$ cat src/rtl/err_confine_pkg.sv
package err_confine_pkg;

  typedef enum logic [1:0] {
    ST_ACTIVE  = 2'd0,
    ST_PASSIVE = 2'd1,
    ST_BUSOFF  = 2'd2
  } confState_t;

  // strobes from control to datapath, one cycle each
  typedef struct packed {
    logic incTx;
    logic incRx;
    logic decTx;
    logic decRx;
    logic seqStep;
    logic clrAll;
  } confStrobes_t;

endpackage

$ cat src/rtl/err_cnt.sv
module err_cnt #(
  parameter int CNT_W  = 9,
  parameter int WEIGHT = 1
) (
  input  logic             clk,
  input  logic             rstN,
  input  logic             inc,
  input  logic             dec,
  input  logic             clr,
  output logic [CNT_W-1:0] cnt
);
  localparam logic [CNT_W:0]   WADD = (CNT_W+1)'(WEIGHT);
  localparam logic [CNT_W-1:0] MAXV = {CNT_W{1'b1}};

  logic [CNT_W:0]   sum;
  logic [CNT_W-1:0] nextCnt;

  always_comb begin
    sum     = {1'b0, cnt} + WADD;
    nextCnt = cnt;
    if (clr)                   nextCnt = '0;
    else if (inc)              nextCnt = sum[CNT_W] ? MAXV : sum[CNT_W-1:0];
    else if (dec && cnt != '0) nextCnt = cnt - 1'b1;
  end

  always_ff @(posedge clk or negedge rstN) begin
    if (!rstN) cnt <= '0;
    else       cnt <= nextCnt;
  end
endmodule

$ cat src/rtl/err_confine_dp.sv
module err_confine_dp
  import err_confine_pkg::*;
#(
  parameter int CNT_W       = 9,
  parameter int TX_WEIGHT   = 8,
  parameter int RX_WEIGHT   = 1,
  parameter int WARN_LVL    = 96,
  parameter int PASSIVE_LVL = 128,
  parameter int BUSOFF_LVL  = 256,
  parameter int SEQ_GOAL    = 128
) (
  input  logic             clk,
  input  logic             rstN,
  input  confStrobes_t     stb,
  output logic [CNT_W-1:0] tecQ,
  output logic [CNT_W-1:0] recQ,
  output logic             lvlWarn,
  output logic             lvlPassive,
  output logic             lvlBusOff,
  output logic             seqDone
);
  localparam int SEQ_W = (SEQ_GOAL > 2) ? $clog2(SEQ_GOAL) : 1;
  localparam logic [CNT_W-1:0] WARN_C    = CNT_W'(WARN_LVL);
  localparam logic [CNT_W-1:0] PASSIVE_C = CNT_W'(PASSIVE_LVL);
  localparam logic [CNT_W-1:0] BUSOFF_C  = CNT_W'(BUSOFF_LVL);
  localparam logic [SEQ_W-1:0] SEQ_LAST  = SEQ_W'(SEQ_GOAL - 1);

  logic [1:0]       incV, decV;
  logic [CNT_W-1:0] cntV [2];
  logic [SEQ_W-1:0] seqCnt;

  assign incV = {stb.incRx, stb.incTx};
  assign decV = {stb.decRx, stb.decTx};

  // slice 0 = transmit, slice 1 = receive
  for (genvar gi = 0; gi < 2; gi++) begin : g_slice
    localparam int W = (gi == 0) ? TX_WEIGHT : RX_WEIGHT;
    err_cnt #(.CNT_W(CNT_W), .WEIGHT(W)) u_cnt (
      .clk (clk),
      .rstN(rstN),
      .inc (incV[gi]),
      .dec (decV[gi]),
      .clr (stb.clrAll),
      .cnt (cntV[gi])
    );
  end

  assign tecQ = cntV[0];
  assign recQ = cntV[1];

  always_ff @(posedge clk or negedge rstN) begin
    if (!rstN)            seqCnt <= '0;
    else if (stb.clrAll)  seqCnt <= '0;
    else if (stb.seqStep) seqCnt <= seqCnt + 1'b1;
  end

  assign lvlWarn    = (tecQ >= WARN_C) || (recQ >= WARN_C);
  assign lvlBusOff  = (tecQ >= BUSOFF_C) || (recQ >= BUSOFF_C);
  assign lvlPassive = (tecQ >= PASSIVE_C) || (recQ >= PASSIVE_C);
  assign seqDone    = (seqCnt == SEQ_LAST);
endmodule

$ cat src/rtl/err_confine_ctrl.sv
module err_confine_ctrl
  import err_confine_pkg::*;
(
  input  logic         clk,
  input  logic         rstN,
  input  logic         txErr,
  input  logic         rxErr,
  input  logic         txOk,
  input  logic         rxOk,
  input  logic         recessive11,
  input  logic         lvlPassive,
  input  logic         lvlBusOff,
  input  logic         seqDone,
  output confStrobes_t stb,
  output confState_t   stateQ,
  output logic         irqQ
);
  confState_t nextState;

  always_comb begin
    stb.incTx   = txErr & ~lvlBusOff;
    stb.incRx   = rxErr & ~lvlBusOff;
    stb.decTx   = txOk & ~txErr & ~lvlBusOff;
    stb.decRx   = rxOk & ~rxErr & ~lvlBusOff;
    stb.seqStep = recessive11 & lvlBusOff;
    stb.clrAll  = recessive11 & lvlBusOff & seqDone;
  end

  always_comb begin
    if (lvlBusOff)       nextState = ST_BUSOFF;
    else if (lvlPassive) nextState = ST_PASSIVE;
    else                 nextState = ST_ACTIVE;
  end

  always_ff @(posedge clk or negedge rstN) begin
    if (!rstN) begin
      stateQ <= ST_ACTIVE;
      irqQ   <= 1'b0;
    end else begin
      stateQ <= nextState;
      irqQ   <= (nextState != stateQ);
    end
  end
endmodule

$ cat src/rtl/can_err_confine.sv
module can_err_confine
  import err_confine_pkg::*;
#(
  parameter int CNT_W       = 9,
  parameter int TX_WEIGHT   = 8,
  parameter int RX_WEIGHT   = 1,
  parameter int WARN_LVL    = 96,
  parameter int PASSIVE_LVL = 128,
  parameter int BUSOFF_LVL  = 256,
  parameter int SEQ_GOAL    = 128
) (
  input  logic             clk,
  input  logic             rstN,
  input  logic             txErr,
  input  logic             rxErr,
  input  logic             txOk,
  input  logic             rxOk,
  input  logic             recessive11,
  output logic [CNT_W-1:0] txErrCnt,
  output logic [CNT_W-1:0] rxErrCnt,
  output logic             warnFlag,
  output logic             errActive,
  output logic             errPassive,
  output logic             busOff,
  output logic             stateIrq
);
  confStrobes_t stb;
  confState_t   stateQ;
  logic         lvlPassive, lvlBusOff, seqDone;

  err_confine_ctrl u_ctrl (
    .clk        (clk),
    .rstN       (rstN),
    .txErr      (txErr),
    .rxErr      (rxErr),
    .txOk       (txOk),
    .rxOk       (rxOk),
    .recessive11(recessive11),
    .lvlPassive (lvlPassive),
    .lvlBusOff  (lvlBusOff),
    .seqDone    (seqDone),
    .stb        (stb),
    .stateQ     (stateQ),
    .irqQ       (stateIrq)
  );

  err_confine_dp #(
    .CNT_W(CNT_W), .TX_WEIGHT(TX_WEIGHT), .RX_WEIGHT(RX_WEIGHT),
    .WARN_LVL(WARN_LVL), .PASSIVE_LVL(PASSIVE_LVL),
    .BUSOFF_LVL(BUSOFF_LVL), .SEQ_GOAL(SEQ_GOAL)
  ) u_dp (
    .clk       (clk),
    .rstN      (rstN),
    .stb       (stb),
    .tecQ      (txErrCnt),
    .recQ      (rxErrCnt),
    .lvlWarn   (warnFlag),
    .lvlPassive(lvlPassive),
    .lvlBusOff (lvlBusOff),
    .seqDone   (seqDone)
  );

  assign errActive  = (stateQ == ST_ACTIVE);
  assign errPassive = (stateQ == ST_PASSIVE);
  assign busOff     = (stateQ == ST_BUSOFF);
endmodule

$ cat config.mk
export PLATFORM = sky130hd
export DESIGN_NAME = can_err_confine
export DESIGN_NICKNAME = d
export VERILOG_FILES = /design/src/rtl/err_confine_pkg.sv /design/src/rtl/err_cnt.sv /design/src/rtl/err_confine_dp.sv /design/src/rtl/err_confine_ctrl.sv /design/src/rtl/can_err_confine.sv
export SDC_FILE = /design/constraint.sdc
export NUM_CORES = 1
export LEC_CHECK = 0
export ABC_AREA = 0
export BUFFER_PORTS_ARGS = -buffer_cell sky130_fd_sc_hd__buf_2
export CAP_MARGIN = 20
export CORE_MARGIN = 2
export CORE_UTILIZATION = 35
export CTS_CLUSTER_DIAMETER = 60
export CTS_CLUSTER_SIZE = 30
export DETAILED_ROUTE_END_ITERATION = 10
export SLEW_MARGIN = 20
export SYNTH_ARGS = -nofsm -noshare
export SYNTH_HDL_FRONTEND = slang
export SYNTH_SLANG_ARGS = --single-unit
$ cat constraint.sdc
create_clock -name clk -period 4.5 [get_ports clk]
set_clock_uncertainty 0.05 [all_clocks]
set_input_delay 0.225 -clock clk [delete_from_list [all_inputs] [get_ports clk]]
set_output_delay 0.225 -clock clk [all_outputs]
set_load 0.005 [all_outputs]
; Word-level counts from Yosys, hierarchy flattened
; Index checks and enable logic that the tools add are counted.
[word_totals]
elab_cells = 54
reg_bits = 28
out_inout_bits = 23
[op_classes]
bitwise = 11
mux = 12
eq_ne = 4
reduce_logical = 11
order_cmp = 6
addsub = 5
[op_table]
columns = cell, n
row1 = two-way mux 9 bit, 8
row2 = greater-or-equal comparator 9 x 7 -> 1 bit (second input constant), 2
row3 = greater-or-equal comparator 9 x 8 -> 1 bit (second input constant), 2
row4 = greater-or-equal comparator 9 bit (second input constant), 2
row5 = nonzero test 9 bit, 2
row6 = subtractor 9 x 1 -> 9 bit (second input constant), 2
row7 = two-way mux 7 bit, 2
row8 = adder 9 x 1 -> 10 bit (second input constant), 1
row9 = adder 9 x 4 -> 10 bit (second input constant), 1
row10 = AND 1 bit, 8
row11 = adder 7 x 1 -> 7 bit (second input constant), 1
row12 = equality test 7 bit (second input constant), 1
row13 = nonzero test 3 bit, 2
row14 = logical OR 1 bit, 3
row15 = inverter 1 bit, 3
row16 = equality test 2 x 1 -> 1 bit (second input constant), 1
row17 = equality test 2 bit (second input constant), 1
row18 = logical AND 1 bit, 2
row19 = zero test 2 bit, 1
row20 = two-way mux 2 bit, 1
row21 = inequality test 2 bit, 1
row22 = nonzero test 2 bit, 1
row23 = two-way mux 1 bit, 1

; Logic depth before layout (Yosys ltp)
[depth]
ltp_word = 8
mapped_depth = 8

; Hierarchy
; A second synthesis with hierarchy kept.
[hier_totals]
cells_unflattened = 238
hier_area_um2 = 2127.0
[modules_own_cells]
columns = module, n_inst, area_each_um2, seq_area_each_um2, cells_per_inst
row1 = err_cnt at u_dp.g_slice[1].u_cnt, 1, 872.1, 225.2, 108
row2 = err_cnt at u_dp.g_slice[0].u_cnt, 1, 723.2, 225.2, 77
row3 = err_confine_dp, 1, 356.6, 175.2, 36
row4 = err_confine_ctrl, 1, 156.4, 75.1, 14
row5 = can_err_confine, 1, 18.8, 0.0, 3

; Worst setup path before layout
; No wires, ideal clock.
[synth_path]
kind = reg-to-reg
start = reg u_dp.g_slice[0].u_cnt.cnt[0]
end = reg u_dp.g_slice[0].u_cnt.cnt[8]
t_arrival_ps = 1731
setup_slack_ps = 2593
path_stages_with_launch = 7
path_buffers = 1
required_time_ps = 4324
setup_time_ps = 126
cell_sequence = dfrtp_1 -> inv_1 -> ha_1 -> or3b_2 -> o2111a_1 -> buf_6 -> a221o_1
[synth_via]
elab_chain_cells = 6
word_cells_on_any_way = 16
[synth_rtl]
columns = element, line_no
row1 = from (decl), err_cnt.sv:10  ; output logic [CNT_W-1:0] cnt
row2 = from (signal assigned), err_cnt.sv:28  ; else cnt <= nextCnt;
row3 = greater-or-equal comparator 9 bit, err_confine_dp.sv:58  ; assign lvlBusOff = (tecQ >= BUSOFF_C) || (recQ >= BUSOFF_C);
row4 = logical OR 1 bit, err_confine_dp.sv:58
row5 = inverter 1 bit, "err_confine_ctrl.sv:21, err_confine_ctrl.sv:23"
row6 = AND 1 bit (on tied branches), "err_confine_ctrl.sv:21, err_confine_ctrl.sv:23"
row7 = two-way mux 9 bit / logical AND 1 bit (equally long branches), "err_cnt.sv:22, err_cnt.sv:23"
row8 = two-way mux 9 bit / nonzero test 3 bit (equally long branches), -
; Several ways; a longest one is shown, not always the timed one. The select of a mux whose other input is x is not followed.
; A chain may end at the register's enable or synchronous reset.

; Worst setup path in the final report
[layout_path]
start = reg u_dp.g_slice[0].u_cnt.cnt[8]
end = reg u_dp.g_slice[0].u_cnt.cnt[3]
; The elaborated chain is that of the path after synthesis.

==> impl_results.md <==
- Outcome: finished, final reports clean
- Critical path startpoint category: register
- Full die area: 5579 um2
- Fraction of layout cells with a size suffix above 1: 0.2018
- Dominant cells by area after synthesis: sky130_fd_sc_hd__dfrtp_1 40%, sky130_fd_sc_hd__ha_1 6.4%, sky130_fd_sc_hd__nand2_1 4.5%, sky130_fd_sc_hd__xnor2_1 4.0%, sky130_fd_sc_hd__and3_1 3.9%
- Synthesis-stage register bit count: 28
- Worst R2R Start: u_dp.g_slice[0].u_cnt.cnt[8]
- Buffers from clock root to sink, at most: 2
- Number of inserted diodes: 0
- Count of cells resized by post-cts repair: 0
- Final period utilization: 0.4723
- Top-area cell type share of the netlist area: 0.4006
- Async S/R FF share, synth: 1.000
- Critical path launch point: u_dp.g_slice[0].u_cnt.cnt[8]
- Initial standard-cell utilization of the core: 0.3655
- Cell Pwr Density: 657.3 nW/um2
- Setup repair after global routing missed its margin: no
- Core outline area: 4786 um2
- Max Fclk: 470.5 MHz
- Critical path cell sequence: nor2_1 > o211ai_1 > o41ai_1 > xnor2_1 > nor2_1
- Antenna Violating Nets Remaining: 0
- Crit-path slowest cell: sky130_fd_sc_hd__nor2_1
- Most frequent cell after synthesis: sky130_fd_sc_hd__dfrtp_1
- TritonCTS clock tree: done
- Crit path DAT: 2250 ps
- Number of buffer and inverter stages on the critical path: 0
- Wire length after detailed routing: 3722 um
- Post-layout nets: 235
- Area growth from synthesis to layout: 15.31%
- Post-synthesis cell count: 189
- Placement-stage cell area: 1952 um2
- Most frequent cells after synthesis: 28 x sky130_fd_sc_hd__dfrtp_1, 21 x sky130_fd_sc_hd__nand2_1, 18 x sky130_fd_sc_hd__nor2_1, 12 x sky130_fd_sc_hd__nor3_1, 11 x sky130_fd_sc_hd__and3_1
- Placer's final routability congestion estimate: 0.8053
- Maximum VDD drop: 367.9 uV
- Kind of cell with the highest combined delay on the critical path: compound AO/OA/AOI/OAI gates
- Slew of the pin with the lowest slew margin: 692.1 ps
- Chip Height: 74.70 um
- Antenna violations before repair: 0
- Pins Over Slew Limit: 0
- PnR Total Power: 1.326 mW
- Synthesized area per cell: 9.255 um2
- Req. time, crit path: 4620 ps
- Class of the most critical setup path: register to register
- Cell Rows: 25
- Reg2Reg Setup Slack: 2370 ps
- Wire length per cell: 13.06 um
- Number of cells on the worst reg-to-reg path: 5
- Pin count of the biggest net entering global routing: 29
- Count of max-cap constraint violations: 0
- Count of yosys warnings during synthesis: 0
- Rel. slew slack: 0.5369
- Global Route Usage Sum: 0.1450
- Number of unique standard cell types used by synthesis: 44
- Clock transition at the registers of the reported paths: 100 ps
- Largest stage delay on the critical path: 580 ps
- Cell occurring most often along the worst timing path: sky130_fd_sc_hd__nor2_1
- Most instantiated flip-flop cell in the synthesis netlist: sky130_fd_sc_hd__dfrtp_1
- Library cell used as clock root buffer: sky130_fd_sc_hd__clkbuf_8
- Setup TNS: 0 ps
- Total nets after synthesis: 205
- Endpoint type of the worst setup path: register
- Drt via density: 5.189
- Clock buffers created by TritonCTS: 3
- Residual DRC: 0
- Capture point of the worst path: u_dp.g_slice[0].u_cnt.cnt[3]
- Post-synthesis cell type with the largest combined area: sky130_fd_sc_hd__dfrtp_1
- Count of boundary I/O pins: 30
- Endpoints failing setup: 0
- Detailed-routing iteration count for the pre-antenna-repair pass: 4
- Leakage Power: 0.9569 nW
- Netlist Area Pre-Place: 1749 um2
- Worst r2r dst: u_dp.g_slice[0].u_cnt.cnt[3]
- Number of global-route vias before repair: 1302
- Setup Buffers After CTS: 0
- Worst-Skew Late Latency: 270 ps
- Worst min-delay path class: primary input to register
- Half-perimeter wire length after placement: 2790 um
- Die boundary width: 74.70 um
- Global route total overflow: 0
- Hold buffer count at cts: 1
- CP max FO: 11
- Number of clock sinks: 28
- Global-route wire length before repair: 6272 um
- DR iter-0 viols: 84
- H-tree Lvls: 1
- EDFF count, synth: 0
- Proportion of synthesized chip area in sequential cells: 0.4006
- Count of final hold-check violations: 0
- Stages on the worst setup path: 5
- Count of vias placed by the detailed router: 1479
- Post-layout min period: 2125 ps
- Number of port buffers: 29
- Non-Filler Cell Area, Final: 2017 um2
flip-flops by register name, summed over array words and instances, names as in the netlist:
signal,flops
u_dp.g_slice.u_cnt.cnt,18
u_ctrl.stateQ,2
u_ctrl.irqQ,1
u_dp.seqCnt,7
worst register-to-register path, stage by stage (launching register included):
cell	delay (ps)
sky130_fd_sc_hd__dfrtp_1	480
sky130_fd_sc_hd__nor2_1	580
sky130_fd_sc_hd__o211ai_1	320
sky130_fd_sc_hd__o41ai_1	380
sky130_fd_sc_hd__xnor2_1	160
sky130_fd_sc_hd__nor2_1	50
cell usage in the layout, fill, tap and decap left out, types with 8 or more instances in the layout:
master	instances
sky130_fd_sc_hd__ha_1	9
sky130_fd_sc_hd__dfrtp_1	28
sky130_fd_sc_hd__inv_1	10
sky130_fd_sc_hd__nor2_1	18
sky130_fd_sc_hd__nand2_1	21
sky130_fd_sc_hd__xnor2_1	8
sky130_fd_sc_hd__buf_2	29
sky130_fd_sc_hd__and3_1	11
sky130_fd_sc_hd__nor3_1	12
stage by stage:
step	hold slack, ps	worst slack, ps	std cells	util
2_1_floorplan	-120.6	2593	189	-
3_3_place_gp	253.2	2411	280	0.4078
3_5_place_dp	246.8	2400	280	0.4078
4_1_cts	179.6	2386	285	0.4214
5_1_grt	168.7	2171	285	0.4214
6_report	182.2	2375	285	0.4214
layer usage:
layer	up-vias	part of all wire	track usage
met5	-	0	0
met4	0	0.0056	0.02381
met1	705	0.49	0.2107
met2	28	0.45	0.2281
li1	744	-	-
met3	2	0.052	0.03079
worst min-delay path by stage:
stage                     start  cells after the start  slack, ps                           end
floorplan                  rstN                      0       -120                   u_ctrl.irqQ
global placement           rstN                      1        250  u_dp.g_slice[0].u_cnt.cnt[5]
detailed placement         rstN                      1        250  u_dp.g_slice[0].u_cnt.cnt[5]
CTS                 recessive11                      3        180                u_dp.seqCnt[2]
global route        recessive11                      3        170                u_dp.seqCnt[2]
finish              recessive11                      3        180                u_dp.seqCnt[2]
area by class of cell:
class	count	area [um2]
Clock buffer	4	55.05
Fill cell	479	2769
Timing Repair Buffer	31	162.7
Inverter	10	37.54
Tap cell	67	83.83
Sequential cell	28	700.7
Multi-Input combinational cell	145	977.2
power by group:
group | switching (mW) | internal, mW
Combinational | 0.333 | 0.305
Sequential | 0.170 | 0.362
Clock | 0.0775 | 0.0783
cell families (layout without fill, tap and decap cells):
family,after synthesis,after routing,synth area share
AOI/OAI and AO/OA,39,39,0.1695
DFF,28,28,0.4006
and+or+nand+nor,82,82,0.2439
buffers and inverters,16,45,0.04077
adders and majority gates,9,9,0.06438
muxes,6,6,0.03577
xor gates and xnor gates,9,9,0.04507
No activity file was read; power rests on OpenSTA's default activity.
